$ cat config.mk
export PLATFORM = sky130hd
export DESIGN_NAME = hb_ctrl_seq
export DESIGN_NICKNAME = d
export VERILOG_FILES = /design/src/rtl/hb_pkg.sv /design/src/rtl/hb_input_decode.sv /design/src/rtl/hb_wake_seq.sv /design/src/rtl/hb_ocp_seq.sv /design/src/rtl/hb_leg_guard.sv /design/src/rtl/hb_ctrl_seq.sv
export SDC_FILE = /design/constraint.sdc
export NUM_CORES = 1
export LEC_CHECK = 0
export BUFFER_PORTS_ARGS = -buffer_cell sky130_fd_sc_hd__buf_2
export CAP_MARGIN = 25
export CORE_ASPECT_RATIO = 0.8
export CORE_MARGIN = 4
export CORE_UTILIZATION = 58
export DETAILED_ROUTE_END_ITERATION = 16
export PLACE_DENSITY_LB_ADDON = 0.2
export SLEW_MARGIN = 20
export SYNTH_ARGS = -nofsm -noshare
export SYNTH_HDL_FRONTEND = slang
export SYNTH_SLANG_ARGS = --single-unit
$ cat constraint.sdc
create_clock -name clk -period 3.1 [get_ports clk]
set_input_delay 0.93 -clock clk [delete_from_list [all_inputs] [get_ports clk]]
set_output_delay 0.93 -clock clk [all_outputs]
set_load 0.05 [all_outputs]
$ cat src/rtl/hb_pkg.sv
package hb_pkg;

    // Leg drive state: both off, high-side on, low-side on
    typedef enum logic [1:0] {
        LEG_OFF  = 2'd0,
        LEG_HIGH = 2'd1,
        LEG_LOW  = 2'd2
    } leg_e;

    typedef struct packed {
        leg_e leg2;
        leg_e leg1;
    } bridge_t;

    typedef struct packed {
        logic ot;
        logic oc;
        logic uv;
    } fault_t;

    localparam int MODE_DUAL = 0;
    localparam int MODE_DIR_EN = 1;
    localparam int NUM_LEGS = 2;

    // Counter width able to hold values 0..n
    function automatic int cnt_width(input int n);
        return (n < 1) ? 1 : $clog2(n + 1);
    endfunction

    // Two independent leg commands
    function automatic bridge_t decode_dual(input logic a, input logic b);
        bridge_t r;
        unique case ({a, b})
            2'b00:   r = '{leg2: LEG_OFF,  leg1: LEG_OFF};
            2'b10:   r = '{leg2: LEG_LOW,  leg1: LEG_HIGH};
            2'b01:   r = '{leg2: LEG_HIGH, leg1: LEG_LOW};
            default: r = '{leg2: LEG_LOW,  leg1: LEG_LOW};
        endcase
        return r;
    endfunction

    // Direction plus enable
    function automatic bridge_t decode_dir_en(input logic dir, input logic en);
        bridge_t r;
        if (!en)
            r = '{leg2: LEG_LOW, leg1: LEG_LOW};
        else if (dir)
            r = '{leg2: LEG_HIGH, leg1: LEG_LOW};
        else
            r = '{leg2: LEG_LOW, leg1: LEG_HIGH};
        return r;
    endfunction

endpackage

$ cat src/rtl/hb_input_decode.sv
module hb_input_decode
    import hb_pkg::*;
#(
    parameter int MODE_SEL = MODE_DUAL
) (
    input  logic    in_a,
    input  logic    in_b,
    output bridge_t req
);
    generate
        if (MODE_SEL == MODE_DIR_EN) begin : g_dir_en
            assign req = decode_dir_en(in_a, in_b);
        end else begin : g_dual
            assign req = decode_dual(in_a, in_b);
        end
    endgenerate
endmodule

$ cat src/rtl/hb_wake_seq.sv
module hb_wake_seq
    import hb_pkg::*;
#(
    parameter int WAKE_CYC = 30
) (
    input  logic clk,
    input  logic rst,
    input  logic sleep_n,
    output logic awake
);
    localparam int WW = cnt_width(WAKE_CYC);
    localparam logic [WW-1:0] WLAST = WW'(WAKE_CYC - 1);

    logic [WW-1:0] cnt_q;
    logic          awake_q;

    always_ff @(posedge clk) begin
        if (rst || !sleep_n) begin
            cnt_q   <= '0;
            awake_q <= 1'b0;
        end else if (!awake_q) begin
            if (cnt_q == WLAST)
                awake_q <= 1'b1;
            else
                cnt_q <= cnt_q + 1'b1;
        end
    end

    assign awake = awake_q;
endmodule

$ cat src/rtl/hb_ocp_seq.sv
module hb_ocp_seq
    import hb_pkg::*;
#(
    parameter int DEGLITCH_CYC = 1,
    parameter int RETRY_CYC    = 1000
) (
    input  logic clk,
    input  logic rst,
    input  logic sleep_n,
    input  logic oc_flag,
    output logic tripped
);
    localparam int DW = cnt_width(DEGLITCH_CYC);
    localparam int RW = cnt_width(RETRY_CYC);
    localparam logic [DW-1:0] DLAST = DW'(DEGLITCH_CYC - 1);
    localparam logic [RW-1:0] RLAST = RW'(RETRY_CYC - 1);

    logic [DW-1:0] dg_q;
    logic [RW-1:0] rt_q;
    logic          trip_q;

    always_ff @(posedge clk) begin
        if (rst || !sleep_n) begin
            dg_q   <= '0;
            rt_q   <= '0;
            trip_q <= 1'b0;
        end else if (trip_q) begin
            // retry window: raw flag ignored
            if (rt_q == RLAST) begin
                trip_q <= 1'b0;
                dg_q   <= '0;
            end else begin
                rt_q <= rt_q + 1'b1;
            end
        end else if (oc_flag) begin
            if (dg_q == DLAST) begin
                trip_q <= 1'b1;
                rt_q   <= '0;
                dg_q   <= '0;
            end else begin
                dg_q <= dg_q + 1'b1;
            end
        end else begin
            dg_q <= '0;
        end
    end

    assign tripped = trip_q;
endmodule

$ cat src/rtl/hb_leg_guard.sv
module hb_leg_guard
    import hb_pkg::*;
(
    input  logic clk,
    input  logic rst,
    input  leg_e want,
    output leg_e state
);
    leg_e state_q;
    leg_e state_d;

    // A reversal is split into an off cycle followed by the new side
    always_comb begin
        if (state_q != LEG_OFF && want != LEG_OFF && want != state_q)
            state_d = LEG_OFF;
        else
            state_d = want;
    end

    always_ff @(posedge clk) begin
        if (rst)
            state_q <= LEG_OFF;
        else
            state_q <= state_d;
    end

    assign state = state_q;
endmodule

$ cat src/rtl/hb_ctrl_seq.sv
module hb_ctrl_seq
    import hb_pkg::*;
#(
    parameter int MODE_SEL     = MODE_DUAL,
    parameter int DEGLITCH_CYC = 1,
    parameter int RETRY_CYC    = 1000,
    parameter int WAKE_CYC     = 30
) (
    input  logic       clk,
    input  logic       rst,
    input  logic       sleep_n,
    input  logic       in_a,
    input  logic       in_b,
    input  logic       uv_flag,
    input  logic       oc_flag,
    input  logic       ot_flag,
    output logic [1:0] gate_hs,
    output logic [1:0] gate_ls,
    output logic [1:0] out_hiz,
    output logic [2:0] fault_stat
);
    bridge_t req;
    logic    awake;
    logic    tripped;
    logic    blocked;
    leg_e    want  [NUM_LEGS];
    leg_e    state [NUM_LEGS];
    fault_t  fault_q;

    hb_input_decode #(.MODE_SEL(MODE_SEL)) u_dec (
        .in_a (in_a),
        .in_b (in_b),
        .req  (req)
    );

    hb_wake_seq #(.WAKE_CYC(WAKE_CYC)) u_wake (
        .clk     (clk),
        .rst     (rst),
        .sleep_n (sleep_n),
        .awake   (awake)
    );

    hb_ocp_seq #(
        .DEGLITCH_CYC (DEGLITCH_CYC),
        .RETRY_CYC    (RETRY_CYC)
    ) u_ocp (
        .clk     (clk),
        .rst     (rst),
        .sleep_n (sleep_n),
        .oc_flag (oc_flag),
        .tripped (tripped)
    );

    assign blocked = !sleep_n || !awake || uv_flag || ot_flag || tripped;

    always_comb begin
        want[0] = blocked ? LEG_OFF : req.leg1;
        want[1] = blocked ? LEG_OFF : req.leg2;
    end

    generate
        for (genvar g = 0; g < NUM_LEGS; g++) begin : g_leg
            hb_leg_guard u_guard (
                .clk   (clk),
                .rst   (rst),
                .want  (want[g]),
                .state (state[g])
            );
            assign gate_hs[g] = (state[g] == LEG_HIGH);
            assign gate_ls[g] = (state[g] == LEG_LOW);
            assign out_hiz[g] = (state[g] == LEG_OFF);
        end
    endgenerate

    always_ff @(posedge clk) begin
        if (rst)
            fault_q <= '0;
        else
            fault_q <= '{ot: ot_flag, oc: tripped, uv: uv_flag};
    end

    assign fault_stat = fault_q;
endmodule

==> flow_metrics.py <==
metrics = {
    "logic_synthesis": {
        "yosys-top-cells-area": "dfxtp_1, nor2b_1, nand3_1",
        "yosys.area.top_type": "dfxtp_1",
        "syn-num-nets": 133,
        "synth_area_mm2": 0.00113,
        "ys_ff_latch": 24,
        "synth_top_area_frac": 0.424,
        "yosysWarningCount": 0,
        "synthCells": 122,
        "avgSynthCellArea_um2": 9.29,
        "ys_types": 37,
        "yosysSeqAreaShare": 0.424,
    },
    "clock_tree": {
        "path_clk_slew_ps": 120,
        "clkLatencyLatePin_ps": 300,
        "cts.sinks": 24,
        "cts_buffers": 3,
        "postCtsHoldBufs": 0,
        "cts_setup_buffers": 0,
        "clock-root-buffer": "clkbuf_4",
        "clockBufferDepth": 2,
        "cts_resized": 0,
        "cts_tree": "done",
        "htree_levels": 1,
    },
    "global_route": {
        "met3_usage": 0.0485,
        "grtUsageMet2": 0.306,
        "overflow": 0,
        "grt_pass1_vias": 866,
        "grt_max_degree": 16,
        "grt-busiest-layer": "met2",
        "gr-usage-met1": 0.234,
        "antenna_found_initial": 0,
        "grt_first_pass_wirelength_um": 3800,
        "grt_use_total": 0.177,
    },
    "die": {
        "core_area_mm2": 0.00187,
        "io_pins": 17,
        "die_x_um": 57.4,
        "fp.dieH_um": 47.5,
        "rows": 14,
        "die_area_mm2": 0.00273,
        "initial_core_util": 0.605,
    },
    "timing": {
        "min_period_ps": 2060,
        "setup_viol": 0,
        "worst_slew_pin_slew_ps": 687,
        "slew_headroom": 0.541,
        "fin_tns_setup_ps": 0,
        "finalHoldViolations": 0,
        "skew_ps": 7.01,
        "setup_ws_ps": 1040,
        "drv_slew": 0,
        "period_share": 0.663,
        "rsz0062_at_grt": "no",
        "max_freq_ghz": 0.486,
    },
    "detailed_routing": {
        "antenna_left": 0,
        "drt_iter0_markers": 61,
        "remaining_drc_errors": 0,
        "vias_per_cell": 6.07,
        "wl_per_cell_um": 14.0,
        "drt_first_pass_iters": 4,
        "vias": 978,
        "drt-total-wl_um": 2260,
    },
    "worst_setup_path": {
        "crit_type": "flip-flop to output port",
        "end_kind": "output port",
        "critPathLaunchType": "flip-flop",
        "cp_data_arrival_time_ps": 1130,
        "reg2reg_depth": 4,
        "cp_max_fo": 4,
        "cp.required_ps": 2170,
    },
    "flow_run": {
        "drv_cap": 0,
    },
    "power_and_ir_drop": {
        "peakVddDrop_v": 0.000384,
        "p_clk_frac": 0.273,
        "switchingPower_mw": 0.110,
        "power.density_mw_per_mm2": 383,
        "p_leak_nw": 0.442,
        "switching_share": 0.231,
        "p_seq_frac": 0.663,
        "p_int_mw": 0.368,
        "pwr-share-comb": 0.064,
    },
    "cells_and_area": {
        "drive_above_1_share": 0.168,
        "areaGrowthSynthToFinish_pct": 10.0,
        "diodes": 0,
        "fin_nets": 150,
        "postLayoutCellArea_mm2": 0.00125,
        "final_cells": 161,
        "num-fill-cells": 163,
    },
    "worst_hold_path": {
        "whs_path_depth": 1,
        "min_path_type": "flip-flop to flip-flop",
    },
    "placement": {
        "pre_cts_slack_ps": 965,
        "gp_congestion": 0.860,
        "io_buffers": 16,
        "dpl.hpwl_um": 1710,
        "place_inst": 158,
        "post_dp_cell_area_mm2": 0.00122,
    },
    "status": {
        "status": "complete, no violations",
    },
}
## critical path, stage by stage, from the launching register on
cell and delay [ps]:
dfxtp_1 400, nor2b_1 150, buf_2 270
## Yosys cell counts, drive strengths merged
cell / number
nand2b: 4
dfxtp: 24
nand4bb: 1
nand4b: 1
xnor2: 1
o21a: 1
ha: 3
or4: 3
a32o: 1
o311ai: 3
nor4b: 2
inv: 5
a211oi: 3
nor2b: 8
o211ai: 4
and3: 1
o31ai: 1
nor3: 6
a31oi: 1
buf: 1
or3: 3
a21boi: 2
o21ai: 1
a21oi: 5
and2: 2
a311oi: 1
a41oi: 2
mux2i: 2
nand2: 6
nor2: 8
nand4: 3
clkbuf: 3
nand3: 10
## metal layers
layer  part of all wire  wire length (um)  vias to the layer above
met2               0.47              1070                       27
met4                  0                 0                        0
li1                   -                 -                      493
met5                  0                 0                        -
met3              0.048               108                        0
met1               0.48              1080                      458
## final cells by class
class | instances | area [um2] | share of cell area
Timing Repair Buffer | 16 | 80.1 | 0.0642
Sequential cell | 24 | 480 | 0.385
Inverter | 5 | 18.8 | 0.0150
Multi-Input combinational cell | 89 | 616 | 0.493
Clock buffer | 3 | 22.5 | 0.0181
Tap cell | 24 | 30.0 | 0.0241
## state kept, by name, indices dropped and copies added, names as in the netlist
signal	count
u_ocp.rt_q	10
u_wake.cnt_q	5
g_leg.u_guard.state	4
fault_stat	3
u_ocp.tripped	1
u_wake.awake	1
## stage by stage
stage                     hold slack (ps)  power [mW]   util
after global placement                436       0.353  0.654
after global routing                  495       0.499  0.666
after floorplan                       422       0.343      -
after detailed placement              446       0.354  0.654
after CTS                             477       0.481  0.666
final                                 470       0.478  0.666
## cell usage in the layout (no fill, tap or decap), types with 3 or more instances in the layout
cell	Yosys	layout
a211oi_1	3	3
inv_1	5	5
nor3_1	6	6
nand3_1	9	9
o311ai_0	3	3
buf_2	0	16
clkbuf_4	0	3
or4_1	3	3
o211ai_1	4	4
or3_1	3	3
dfxtp_1	24	24
nor2b_1	8	8
nand2b_1	4	4
ha_1	3	3
a21oi_1	5	5
nand2_1	6	6
nor2_1	8	8
## path summary, 6_finish.rpt
| kind | start | to | slack [ps] |
|---|---|---|---|
| max | g_leg[0].u_guard.state[0]$_SDFF_PP0_ | gate_hs[0] | 1040 |
| min | g_leg[1].u_guard.state[0]$_SDFF_PP0_ | g_leg[1].u_guard.state[1]$_SDFF_PP0_ | 470 |
| max reg2reg | u_ocp.rt_q[0]$_SDFFE_PP0P_ | u_ocp.rt_q[0]$_SDFFE_PP0P_ | 1450 |
| min reg2reg | g_leg[1].u_guard.state[0]$_SDFF_PP0_ | g_leg[1].u_guard.state[1]$_SDFF_PP0_ | 470 |
## cell families (layout without fill, tap and decap cells)
kind of cell	Yosys count	in the layout	synth area share
simple gates	58	58	0.318
compound gates	25	25	0.167
flops	24	24	0.424
buf+inv	9	24	0.0331
fa+ha+maj	3	3	0.0331
mux	2	2	0.0177
xor+xnor	1	1	0.00773
## power by group through the flow
stage                     Clock, mW  Sequential (mW)  Combinational, mW
final                         0.131            0.317             0.0306
after global routing          0.148            0.318             0.0334
after CTS                     0.134            0.317             0.0305
after detailed placement          0            0.324             0.0305
after global placement            0            0.324             0.0297
after floorplan                   0            0.328             0.0144
(Power assumes the default switching activity.)
